<file path="src/rtl/l1t_pkg.sv">
package l1t_pkg;
  localparam int unsigned CMD_W = 32;
  localparam logic [CMD_W-1:0] CMD_RSVD_MASK = 32'hFA7C_B801;
  localparam logic [CMD_W-1:0] CMD_PASS_MASK = 32'h0000_47F8;
  localparam int unsigned BIT_WR   = 1;
  localparam int unsigned BIT_DARR = 2;
  localparam int unsigned BIT_SUB  = 16;
  localparam int unsigned BIT_BANK = 23;
  localparam int unsigned BIT_DSEL = 24;
  localparam int unsigned BIT_WAY  = 26;
  localparam int unsigned A_WAY  = 11;
  localparam int unsigned A_SUB  = 12;
  localparam int unsigned A_BANK = 15;
  localparam int unsigned A_DSEL = 21;

  typedef enum logic [1:0] {
    SEL_CMD  = 2'd0,
    SEL_D0   = 2'd1,
    SEL_D1   = 2'd2,
    SEL_NONE = 2'd3
  } reg_sel_e;
endpackage

</file>
<file path="src/rtl/l1t_addr_map.sv">
module l1t_addr_map #(
  parameter int unsigned ADDR_W = 32
) (
  input  logic [ADDR_W-1:0] base_i,
  input  logic              way_i,
  input  logic              dsel_i,
  input  logic              bank_i,
  input  logic [1:0]        sub_i,
  input  logic [ADDR_W-1:0] pass_i,
  output logic [ADDR_W-1:0] addr_o
);
  import l1t_pkg::*;

  logic [ADDR_W-1:0] scat;

  always_comb begin
    scat = '0;
    scat[A_WAY]          = way_i;
    scat[A_DSEL]         = dsel_i;
    scat[A_BANK]         = bank_i;
    scat[A_SUB+1:A_SUB]  = sub_i;
    addr_o = base_i | scat | pass_i;
  end
endmodule

</file>
<file path="src/rtl/l1t_cmd_check.sv">
module l1t_cmd_check (
  input  logic [l1t_pkg::CMD_W-1:0] cmd_i,
  output logic                      zero_o,
  output logic                      rsvd_o,
  output logic                      tag_o,
  output logic                      bad_o
);
  import l1t_pkg::*;

  always_comb begin
    zero_o = (cmd_i == '0);
    rsvd_o = |(cmd_i & CMD_RSVD_MASK);
    tag_o  = ~cmd_i[BIT_DARR];
    bad_o  = ~zero_o & (rsvd_o | tag_o);
  end
endmodule

</file>
<file path="src/rtl/l1t_data_regs.sv">
module l1t_data_regs #(
  parameter int unsigned DATA_W = 32,
  parameter int unsigned N_WORD = 2
) (
  input  logic                           clk_i,
  input  logic                           rst_ni,
  input  logic [N_WORD-1:0]              wr_en_i,
  input  logic [DATA_W-1:0]              wdata_i,
  input  logic                           load_i,
  input  logic [N_WORD*DATA_W-1:0]       load_data_i,
  output logic [N_WORD-1:0][DATA_W-1:0]  words_o
);
  for (genvar i = 0; i < N_WORD; i++) begin : g_word
    always_ff @(posedge clk_i or negedge rst_ni) begin
      if (!rst_ni)         words_o[i] <= '0;
      else if (load_i)     words_o[i] <= load_data_i[i*DATA_W +: DATA_W];
      else if (wr_en_i[i]) words_o[i] <= wdata_i;
    end
  end

  // the top must never request a register write in a load cycle
  p_no_wr_on_load_r12: assert property (@(posedge clk_i) disable iff (!rst_ni)
    load_i |-> (wr_en_i == '0));
endmodule

</file>
<file path="src/rtl/l1_test_access.sv">
module l1_test_access #(
  parameter int unsigned ADDR_W = 32,
  parameter int unsigned DATA_W = 32
) (
  input  logic                clk_i,
  input  logic                rst_ni,
  input  logic                reg_wr_i,
  input  logic [1:0]          reg_sel_i,
  input  logic [DATA_W-1:0]   reg_wdata_i,
  output logic [DATA_W-1:0]   reg_rdata_o,
  input  logic [ADDR_W-1:0]   sram_base_i,
  output logic                busy_o,
  output logic                err_o,
  output logic                mem_req_o,
  output logic                mem_we_o,
  output logic [ADDR_W-1:0]   mem_addr_o,
  output logic [2*DATA_W-1:0] mem_wdata_o,
  input  logic                mem_ack_i,
  input  logic [2*DATA_W-1:0] mem_rdata_i
);
  import l1t_pkg::*;

  localparam int unsigned N_WORD = 2;
  localparam int unsigned MEM_W  = N_WORD * DATA_W;

  logic              busy_q, err_q, we_q;
  logic [DATA_W-1:0] cmd_q;
  logic [ADDR_W-1:0] addr_q, map_addr;
  logic              acc_ok, cmd_wr, start, done, load;
  logic              c_zero, c_rsvd, c_tag, c_bad;
  logic [N_WORD-1:0] dwr_en;
  logic [N_WORD-1:0][DATA_W-1:0] words;
  reg_sel_e          sel;

  assign sel    = reg_sel_e'(reg_sel_i);
  assign acc_ok = reg_wr_i & ~busy_q;
  assign cmd_wr = acc_ok & (sel == SEL_CMD);
  assign start  = cmd_wr & ~c_zero & ~c_bad;
  assign done   = busy_q & mem_ack_i;
  assign load   = done & ~we_q;
  assign dwr_en = {acc_ok & (sel == SEL_D1), acc_ok & (sel == SEL_D0)};

  l1t_cmd_check u_chk (
    .cmd_i  (CMD_W'(reg_wdata_i)),
    .zero_o (c_zero),
    .rsvd_o (c_rsvd),
    .tag_o  (c_tag),
    .bad_o  (c_bad)
  );

  l1t_addr_map #(.ADDR_W(ADDR_W)) u_map (
    .base_i (sram_base_i),
    .way_i  (reg_wdata_i[BIT_WAY]),
    .dsel_i (reg_wdata_i[BIT_DSEL]),
    .bank_i (reg_wdata_i[BIT_BANK]),
    .sub_i  (reg_wdata_i[BIT_SUB+1:BIT_SUB]),
    .pass_i (ADDR_W'(reg_wdata_i & DATA_W'(CMD_PASS_MASK))),
    .addr_o (map_addr)
  );

  l1t_data_regs #(.DATA_W(DATA_W), .N_WORD(N_WORD)) u_data (
    .clk_i       (clk_i),
    .rst_ni      (rst_ni),
    .wr_en_i     (dwr_en),
    .wdata_i     (reg_wdata_i),
    .load_i      (load),
    .load_data_i (mem_rdata_i),
    .words_o     (words)
  );

  always_ff @(posedge clk_i or negedge rst_ni) begin
    if (!rst_ni) begin
      busy_q <= 1'b0;
      err_q  <= 1'b0;
      we_q   <= 1'b0;
      cmd_q  <= '0;
      addr_q <= '0;
    end else begin
      if (cmd_wr) cmd_q <= reg_wdata_i;
      if (cmd_wr && !c_zero) err_q <= c_bad;
      if (start) begin
        busy_q <= 1'b1;
        addr_q <= map_addr;
        we_q   <= reg_wdata_i[BIT_WR];
      end else if (done) begin
        busy_q <= 1'b0;
      end
    end
  end

  always_comb begin
    unique case (sel)
      SEL_CMD: reg_rdata_o = cmd_q;
      SEL_D0:  reg_rdata_o = words[0];
      SEL_D1:  reg_rdata_o = words[1];
      default: reg_rdata_o = '0;
    endcase
  end

  assign busy_o      = busy_q;
  assign err_o       = err_q;
  assign mem_req_o   = busy_q;
  assign mem_we_o    = we_q;
  assign mem_addr_o  = addr_q;
  assign mem_wdata_o = MEM_W'(words);

  p_req_hold_r8: assert property (@(posedge clk_i) disable iff (!rst_ni)
    (mem_req_o && !mem_ack_i) |=> (mem_req_o && $stable(mem_addr_o) && $stable(mem_we_o)));
  p_ack_release_r8: assert property (@(posedge clk_i) disable iff (!rst_ni)
    (mem_req_o && mem_ack_i) |=> !busy_o);
  p_busy_cmd_ign_r9: assert property (@(posedge clk_i) disable iff (!rst_ni)
    (busy_o && reg_wr_i) |=> $stable(cmd_q));
  p_reject_no_req_r4: assert property (@(posedge clk_i) disable iff (!rst_ni)
    (!busy_o && reg_wr_i && sel == SEL_CMD && |(reg_wdata_i & DATA_W'(CMD_RSVD_MASK)))
      |=> (!mem_req_o && err_o));
  p_tag_no_req_r5: assert property (@(posedge clk_i) disable iff (!rst_ni)
    (!busy_o && reg_wr_i && sel == SEL_CMD && reg_wdata_i != '0 && !reg_wdata_i[BIT_DARR])
      |=> (!mem_req_o && err_o));
  p_zero_no_req_r3: assert property (@(posedge clk_i) disable iff (!rst_ni)
    (!busy_o && reg_wr_i && sel == SEL_CMD && reg_wdata_i == '0)
      |=> (!mem_req_o && $stable(err_o)));
endmodule

</file>
<file path="config.mk">
export PLATFORM = sky130hd
export DESIGN_NAME = l1_test_access
export DESIGN_NICKNAME = d
export VERILOG_FILES = /design/src/rtl/l1t_pkg.sv /design/src/rtl/l1t_addr_map.sv /design/src/rtl/l1t_cmd_check.sv /design/src/rtl/l1t_data_regs.sv /design/src/rtl/l1_test_access.sv
export SDC_FILE = /design/constraint.sdc
export NUM_CORES = 1
export LEC_CHECK = 0
export BUFFER_PORTS_ARGS = -buffer_cell sky130_fd_sc_hd__clkbuf_2
export CORE_MARGIN = 8
export CORE_UTILIZATION = 40
export DETAILED_ROUTE_END_ITERATION = 8
export GPL_TIMING_DRIVEN = 0
export HOLD_SLACK_MARGIN = 0.08
export PLACE_DENSITY = 0.7
export SLEW_MARGIN = 20
export SYNTH_ARGS = -nofsm -noshare
export SYNTH_HDL_FRONTEND = slang
export SYNTH_HIERARCHICAL = 1
export SYNTH_SLANG_ARGS = --single-unit
</file>
<file path="constraint.sdc">
create_clock -name clk_i -period 2.9 [get_ports clk_i]
set_clock_uncertainty 0.2 [all_clocks]
set_input_delay 0.29 -clock clk_i [delete_from_list [all_inputs] [get_ports clk_i]]
set_output_delay 0.29 -clock clk_i [all_outputs]
set_load 0.005 [all_outputs]
</file>
## Yosys cells after proc, flatten, opt, wreduce, memory -nomap -nowiden

Cells that the tools add are included.

| cells by class | value |
|---|---|
| add/sub/neg operators | 0 |
| multiply operators | 0 |
| div/mod/pow operators | 0 |
| order comparisons | 0 |
| equal/unequal tests | 2 |
| shifts and indexed selects | 0 |
| mux-type cells | 7 |
| bitwise gates (word level) | 17 |
| reductions and logical operators | 8 |

Operator list:

| operator | count |
|---|---|
| $mux W32 | 4 |
| $pmux W32 S3 | 1 |
| $logic_not A32 Y1 | 1 |
| $or A32 B15 Y32 | 1 |
| $or A32 B22 Y32 | 1 |
| $reduce_or A16 Y1 | 1 |
| $and A1 B1 Y1 | 9 |
| $reduce_bool A2 Y1 | 3 |
| $not A1 Y1 | 5 |
| $eq A2 B1 Y1 const B | 1 |
| $eq A2 B2 Y1 const B | 1 |
| $logic_not A2 Y1 | 1 |
| $mux W1 | 2 |
| $logic_and A1 B1 Y1 | 1 |
| $logic_not A1 Y1 | 1 |
| $or A1 B1 Y1 | 1 |

| word-level totals | value |
|---|---|
| bits in registers | 131 |
| latch bits | 0 |
| bits in writable memories | 0 |
| memory bits (read-only) | 0 |
| output and inout bits | 132 |
| logic and storage cells | 41 |
| memories kept | 0 |

## Depth between registers and ports, before layout

Gate-level depths: netlist (run 1).

| logic depth | value |
|---|---|
| depth after elaboration | 6 |
| mapped depth | 8 |
| mapped depth without buffers | 5 |

## Hierarchy

The synthesis (run 1) kept the hierarchy.

Modules (own cells, without submodules):

| module | times used | cells each | area each (sq um) | seq. area each (sq um) |
|---|---|---|---|---|
| l1_test_access | 1 | 261 | 3308.2 | 1676.6 |
| l1t_data_regs | 1 | 278 | 3015.4 | 1601.5 |
| l1t_addr_map | 1 | 32 | 200.2 | 0.0 |
| l1t_cmd_check | 1 | 13 | 83.8 | 0.0 |

## Least setup slack after synthesis (run 1)

OpenSTA, ideal clock, no wires.

| timing path | value |
|---|---|
| path kind | input to register |
| start | in reg_wdata_i[7] |
| end | reg addr_q[10] (netlist: mem_addr_o[10]) |
| setup time | 0.125 ns |
| arrival time | 1.921 ns |
| path slack | 0.654 ns |
| stages | 7 |
| buffers on the path | 2 |
| cells stage by stage | nor4_1 > nand4_1 > a21o_1 > or4_1 > buf_6 > buf_6 > mux2_4 |

| on the way | value |
|---|---|
| cells in the longest elaborated chain, start to end | 5 |
| elaborated cells between the ends (all ways) | 6 |
| classes of those cells | 5 x bitwise; 1 x reduce/logical |

Ends and longest elaborated chain:

| element | RTL line | source |
|---|---|---|
| from (decl) | l1_test_access.sv:9 | `input logic [DATA_W-1:0] reg_wdata_i,` |
| $logic_not A32 Y1 | l1t_cmd_check.sv:11 | `zero_o = (cmd_i == '0);` |
| $not A1 Y1 | l1t_cmd_check.sv:14 | `bad_o = ~zero_o & (rsvd_o \| tag_o);` |
| $and A1 B1 Y1 | l1t_cmd_check.sv:14 |  |
| net c_bad | l1_test_access.sv:30 | `logic c_zero, c_rsvd, c_tag, c_bad;` |
| $not A1 Y1 | l1_test_access.sv:38 | `assign start = cmd_wr & ~c_zero & ~c_bad;` |
| $and A1 B1 Y1 | l1_test_access.sv:38 |  |
| to (signal assigned) | l1_test_access.sv:83 | `addr_q <= map_addr;` |
| to (decl) | l1_test_access.sv:28 | `logic [ADDR_W-1:0] addr_q, map_addr;` |

The timed path passes the listed nets, and every way through them passes these cells.
A chain may end at the register's enable or synchronous reset.

## Final worst setup path (run 1)

| timing path | value |
|---|---|
| start | in reg_wdata_i[23] |
| end | reg addr_q[12] (netlist: mem_addr_o[12]) |

The elaborated chain is that of the path after synthesis.

==> results of run 1 <==
[timing repair]
| item | 4_1_cts | 5_1_grt |
|---|---|---|
| hold endpoints to repair | 191 | 0 |
| setup endpoints to repair | 0 | 39 |
| hold buffers | 192 | 0 |
| resized for setup | 0 | 6 |
[state kept, by name, indices dropped and copies added (netlist names)]
signal / cells
mem_addr_o: 32
u_data/words_o: 64
err_o: 1
mem_we_o: 1
cmd_q: 32
busy_o: 1
[power by group]
part	leakage (µW)	switching, µW	internal, µW
sequential	0.00162	193	2090
combinational	0.00334	592	828
clock	0.000294	886	1390
[metal layers]
| metal | vias to the layer above | wire (µm) | GRT usage, % |
|---|---|---|---|
| met2 | 291 | 12690 | 41.34 |
| met4 | 0 | 799 | 11.94 |
| met1 | 3094 | 10460 | 28.99 |
| met3 | 64 | 1823 | 6.735 |
| li1 | 3016 | - | - |
| met5 | - | 0 | 0 |
[metrics by stage]
stage | power (µW) | setup TNS, ns | setup slack [ns] | utilization [%]
floorplan | 2744 | 0 | 0.6539 | -
global placement | 3288 | -121.01 | -0.9362 | 50.69
detailed placement | 3322 | 0 | 0.01288 | 50.91
CTS | 5975 | 0 | 0.02087 | 66.42
global route | 6243 | 0 | 0.01675 | 66.64
finish | 5976 | 0 | 0.1210 | 66.67
[placed cells by master, fill, tap and decap left out, drive strengths merged, types with 8 or more instances in the layout]
cell type and count:
dlygate4sd3 192, clkbuf 290, or2 27, o21ai 97, buf 34, mux2 66, conb 23, nor4 8
mux2i 96, nand2 97, dfrtp 131
[critical path: cells and delay by family]
family / cells / cell delay (ns)
buffers and inverters: 4 / 1.02
AO/OA/AOI/OAI: 1 / 0.21
multiplexers: 1 / 0.31
AND/OR/NAND/NOR: 3 / 1.02
[kinds of logic after synthesis]
family                 count (synthesis)
other                                  1
DFF                                  131
and+or+nand+nor                      148
AOI/OAI and AO/OA                     98
buffers and inverters                 44
muxes                                162
[worst paths after layout]
| path | from | endpoint | slack (ns) | cells after the start |
|---|---|---|---|---|
| worst min-delay path | reg_wdata_i[8] | mem_addr_o[8] | 0.10 | 3 |
| min in group asynchronous | rst_ni | u_data/words_o[23] | 0.21 | 2 |
| worst max register to register | busy_o | u_data/words_o[59] | 0.36 | 7 |
| worst max-delay path | reg_wdata_i[23] | mem_addr_o[12] | 0.12 | 9 |
| worst min register to register | cmd_q[1] | cmd_q[1] | 0.30 | 1 |
| max in group asynchronous | rst_ni | cmd_q[14] | 1.55 | 3 |
[area by class of cell]
type | instances | area share (%)
Clock buffer | 18 | 4.029
Timing Repair Buffer | 457 | 30.09
Inverter | 3 | 0.1033
Buffer | 41 | 2.985
Clock inverter | 14 | 1.607
Tap cell | 220 | 2.526
Sequential cell | 131 | 30.08
Antenna cell | 2 | 0.04592
Multi-Input combinational cell | 431 | 28.54
==> reports/results.ini, run 1 <==
[outcome]
outcome=finished, final reports clean

[placed_design]
hpwl_um=16600
port_buffers=264
dp.cells=1091
placed_area_um2=8323
place_congestion=0.7920

[route]
wl_um=25770
drc_errors=0
ant_nets=0
avgRoutedWirePerCell_um=19.56
vias_per_cell=4.909
drt_iter0_markers=363
via_count=6465
firstDrtPassIters=7

[synth]
synth_top_area_share_pct=49.61
synth_cell_types=27
synth_compound_area_share_pct=7.461
synth_area_um2=6608
synthSimpleGateAreaFrac_pct=10.36
ys_seq_elements=131
syn_inst=584
synth_top_family_by_area=multiplexers
syn_area_per_cell_um2=11.31
synth_commonest_cells=dfrtp_1, nand2_1, mux2i_1, o21ai_1
synth_area_leaders=dfrtp_1, mux2i_1, mux2_4
async_flop_share_pct=100.0
synth_adder_area_share_pct=0
synth_top_area_cell=dfrtp_1
synth_mux_area_share_pct=27.44
synth-xor-area-share_pct=0
yosysMostFrequentCell=dfrtp_1
yosysSeqAreaShare_pct=49.61
yosysWarnings=6
synth_edf_count=0
synth_ff_type=dfrtp_1

[sta]
fmax_mhz=359.8
hold_viol=0
final.min_clock_period_ns=2.779
drv_slew=0
relSlewSlack_pct=44.84
hold_ws_ns=0.1038
tightest_slew_ns=0.8274
fin_crit_sh_pct=95.83
setup_viol=0
rsz0062_at_grt=false

[floorplanning]
dieWidth_um=144.5
initial_core_util_pct=40.42
die_y_um=144.5
core-area_um2=16350
rows=47
die_area_um2=20890
ios=266

[run]
maxCapViolCount=0

[grt]
grt_max_degree=71
grt_usage_pct=24.78
grt_pass1_vias=7128
antenna_found_initial=0
overflow=0
grt_pass1_wl_um=39100

[worst_setup_path]
path_common_cell=buf_6
path_class=input pin to flip-flop
path_cells=dlygate4sd3_1 -> clkbuf_2 -> nor4_1 -> nand4_1 -> a21o_1 -> or4_1 -> buf_6 -> buf_6 -> mux2_4
arrival_ns=2.88
cp-start-kind=input pin
worstPathMaxFanout=10
cp_slowest_cell=dlygate4sd3_1
cp.required_ns=3.00
cp-end-kind=flip-flop
cpPeakStageDelay_ns=0.53

[clocking]
root_buffer=clkbuf_16
path_clk_slew_ns=0.06
cts_inserted_buffers=17
insertion_delay_ns=0.43
cts_tree=built
clkSinkCount=131
htreeDepth=4
clk_path_buf_depth=2
cts_setup_buffers=0

[pwr]
power_leakage_uw=0.005255
peakVddDrop_mv=0.4026
power_density_nw_per_um2=548.3

[hold_path]
worst_hold_path_type=input pin to flip-flop

[cells_and_area]
drive_above_1_share_pct=39.18
final_nets=1216
num-fill-cells=1256
seq_area_um2=3278
final_cell_area_um2=10900
layout.cells.non_filler=1317
area_growth_pct=64.95
multiInputGateArea_um2=3110

Note: power is estimated with default switching activity, not from simulation.
==> inputs of run 2 (changes only) <==
PLACE_DENSITY = 0.73   (was 0.7)
clock period = 2.4 ns   (was 2.9 ns; I/O delays follow)
==> reports/results.ini, run 2 (synthesized netlist as in run 1, its figures left out) <==
[placed_design]
placed_area_um2=8323  ; unchanged
place_congestion=0.7959  ; +0.49%
hpwl_um=16890  ; +1.7%
port_buffers=264  ; unchanged

[pwr]
power_density_nw_per_um2=638.8  ; +17%
peakVddDrop_mv=0.4670  ; +16%
power_leakage_uw=0.005141  ; -2.2%

[grt]
antenna_found_initial=0  ; unchanged
grt_pass1_vias=7191  ; +0.88%
overflow=0  ; unchanged
grt_max_degree=79  ; +11%
grt_pass1_wl_um=39150  ; +0.12%
grt_usage_pct=24.74  ; -0.046 points

[floorplanning]
rows=47  ; unchanged
die_y_um=144.5  ; unchanged
core-area_um2=16350  ; unchanged
die_area_um2=20890  ; unchanged
initial_core_util_pct=40.42  ; unchanged
dieWidth_um=144.5  ; unchanged
ios=266  ; unchanged

[route]
via_count=6558  ; +1.4%
vias_per_cell=5.064  ; +3.2%
drt_iter0_markers=368  ; +1.4%
ant_nets=0  ; unchanged
wl_um=25520  ; -0.96%
firstDrtPassIters=5  ; -2
avgRoutedWirePerCell_um=19.71  ; +0.72%
drc_errors=0  ; unchanged

[hold_path]
hold_depth=3  ; unchanged
hold_end=mem_addr_o[11]
hp-start=reg_wdata_i[26]
worst_hold_path_type=input pin to flip-flop

[worst_setup_path]
cp_slowest_cell=nor4_1
cp.required_ns=2.49  ; -0.51 ns
reg2reg_slack_ns=0.12  ; -0.24 ns
cp-end-kind=flip-flop
reg2reg_from=busy_o
reg2reg_to=mem_addr_o[14]
path_class=input pin to flip-flop
path_cells=clkbuf_2 -> nor4_1 -> nand4_1 -> a21o_1 -> or4_1 -> buf_6 -> buf_6 -> mux2_4
path_common_cell=buf_6
reg2reg_depth=5  ; -2
arrival_ns=2.41  ; -0.47 ns
cp-start-kind=input pin
worstPathMaxFanout=10  ; unchanged
cpPeakStageDelay_ns=0.48  ; -0.05 ns

[cells_and_area]
final_common_cell=clkbuf_2
final_cell_area_um2=10610  ; -2.6%
final_nets=1196  ; -1.6%
num-fill-cells=1287  ; +2.5%
drive_above_1_share_pct=39.91  ; +0.73 points
fin_util_pct=64.91  ; -1.8 points
final_cell_mix=clkbuf_2, dlygate4sd3_1, dfrtp_1
top_register=u_data/words_o
largest_reg_flops=64  ; unchanged
antenna_cells=0  ; -2
area_growth_pct=60.59

[run]
maxCapViolCount=0  ; unchanged

[clocking]
insertion_delay_ns=0.41  ; -0.02 ns
root_buffer=clkbuf_16
clk_path_buf_depth=2  ; unchanged
htreeDepth=4  ; unchanged
clkSinkCount=131  ; unchanged
cts_tree=built
path_clk_slew_ns=0.05  ; about the same
cts_inserted_buffers=17  ; unchanged

[sta]
relSlewSlack_pct=62.76  ; +18 points
rsz0062_at_grt=false
drv_slew=0  ; unchanged
hold_viol=0  ; unchanged
fin_tns_setup_ns=0  ; unchanged
fin_crit_sh_pct=96.78
setup_viol=0  ; unchanged
fmax_mhz=430.5
tightest_slew_ns=0.5585  ; -0.2688 ns
final.min_clock_period_ns=2.323

[outcome]
outcome=finished, final reports clean

## run 2: worst max path at each step
stage,from,endpoint,cells past startpoint
2_1_floorplan,reg_wdata_i[7],mem_addr_o[10],7
4_1_cts,busy_o,cmd_q[28],4
3_3_place_gp,rst_ni,u_data/words_o[55],1
5_1_grt,busy_o,u_data/words_o[19],6
3_5_place_dp,reg_wdata_i[7],mem_addr_o[16],8
6_report,reg_wdata_i[23],mem_addr_o[14],8
## run 2: per-layer routing
| layer | GRT usage (%) | wire length (µm) |
|---|---|---|
| met1 | 29.00 | 10020 |
| met2 | 41.81 | 12860 |
| met3 | 6.240 | 1835 |
| met4 | 11.34 | 808 |
| met5 | 0 | 0 |
## run 2: critical path, delay by kind of cell
kind	cells	cell delay, ns
AOI/OAI and AO/OA	1	0.23
buffers and inverters	3	0.46
muxes	1	0.31
and+or+nand+nor	3	1.16
## run 2: cell type report
cell class / instances / area, µm² / area share, %
Tap cell: 220 / 275.3 / 2.594
Clock buffer: 22 / 464.2 / 4.374
Buffer: 41 / 340.3 / 3.207
Inverter: 3 / 11.26 / 0.1061
Clock inverter: 10 / 83.83 / 0.7900
Timing Repair Buffer: 437 / 3079 / 29.02
Sequential cell: 131 / 3278 / 30.89
Multi-Input combinational cell: 431 / 3079 / 29.02
## run 2: where the power goes
group	internal (µW)	switching [µW]	leakage, µW	total (µW)
Clock	1470	954	0.000269	2420
Combinational	893	699	0.00325	1590
Sequential	2530	235	0.00162	2760
## run 2: repair_timing
item / in CTS / in global routing
setup endpoints to repair: 2 / 79
pin swaps: 0 / 0
hold buffers: 172 / 0
setup buffers: 0 / 0
gates resized for setup: 1 / 14
endpoints found under the hold margin: 261 / 0
## run 2: through the flow
stage / instances / power [µW] / hold slack (ns) / worst slack [ns]
5_1_grt: 1295 / 7110 / 0.1205 / 0.01207
6_report: 1295 / 6779 / 0.1051 / 0.07731
4_1_cts: 1295 / 6805 / 0.1155 / 0.02009
2_1_floorplan: 606 / 3316 / -0.2556 / 0.2039
3_5_place_dp: 1091 / 4023 / 0.03198 / -0.3666
3_3_place_gp: 1090 / 3973 / 0.2470 / -1.343
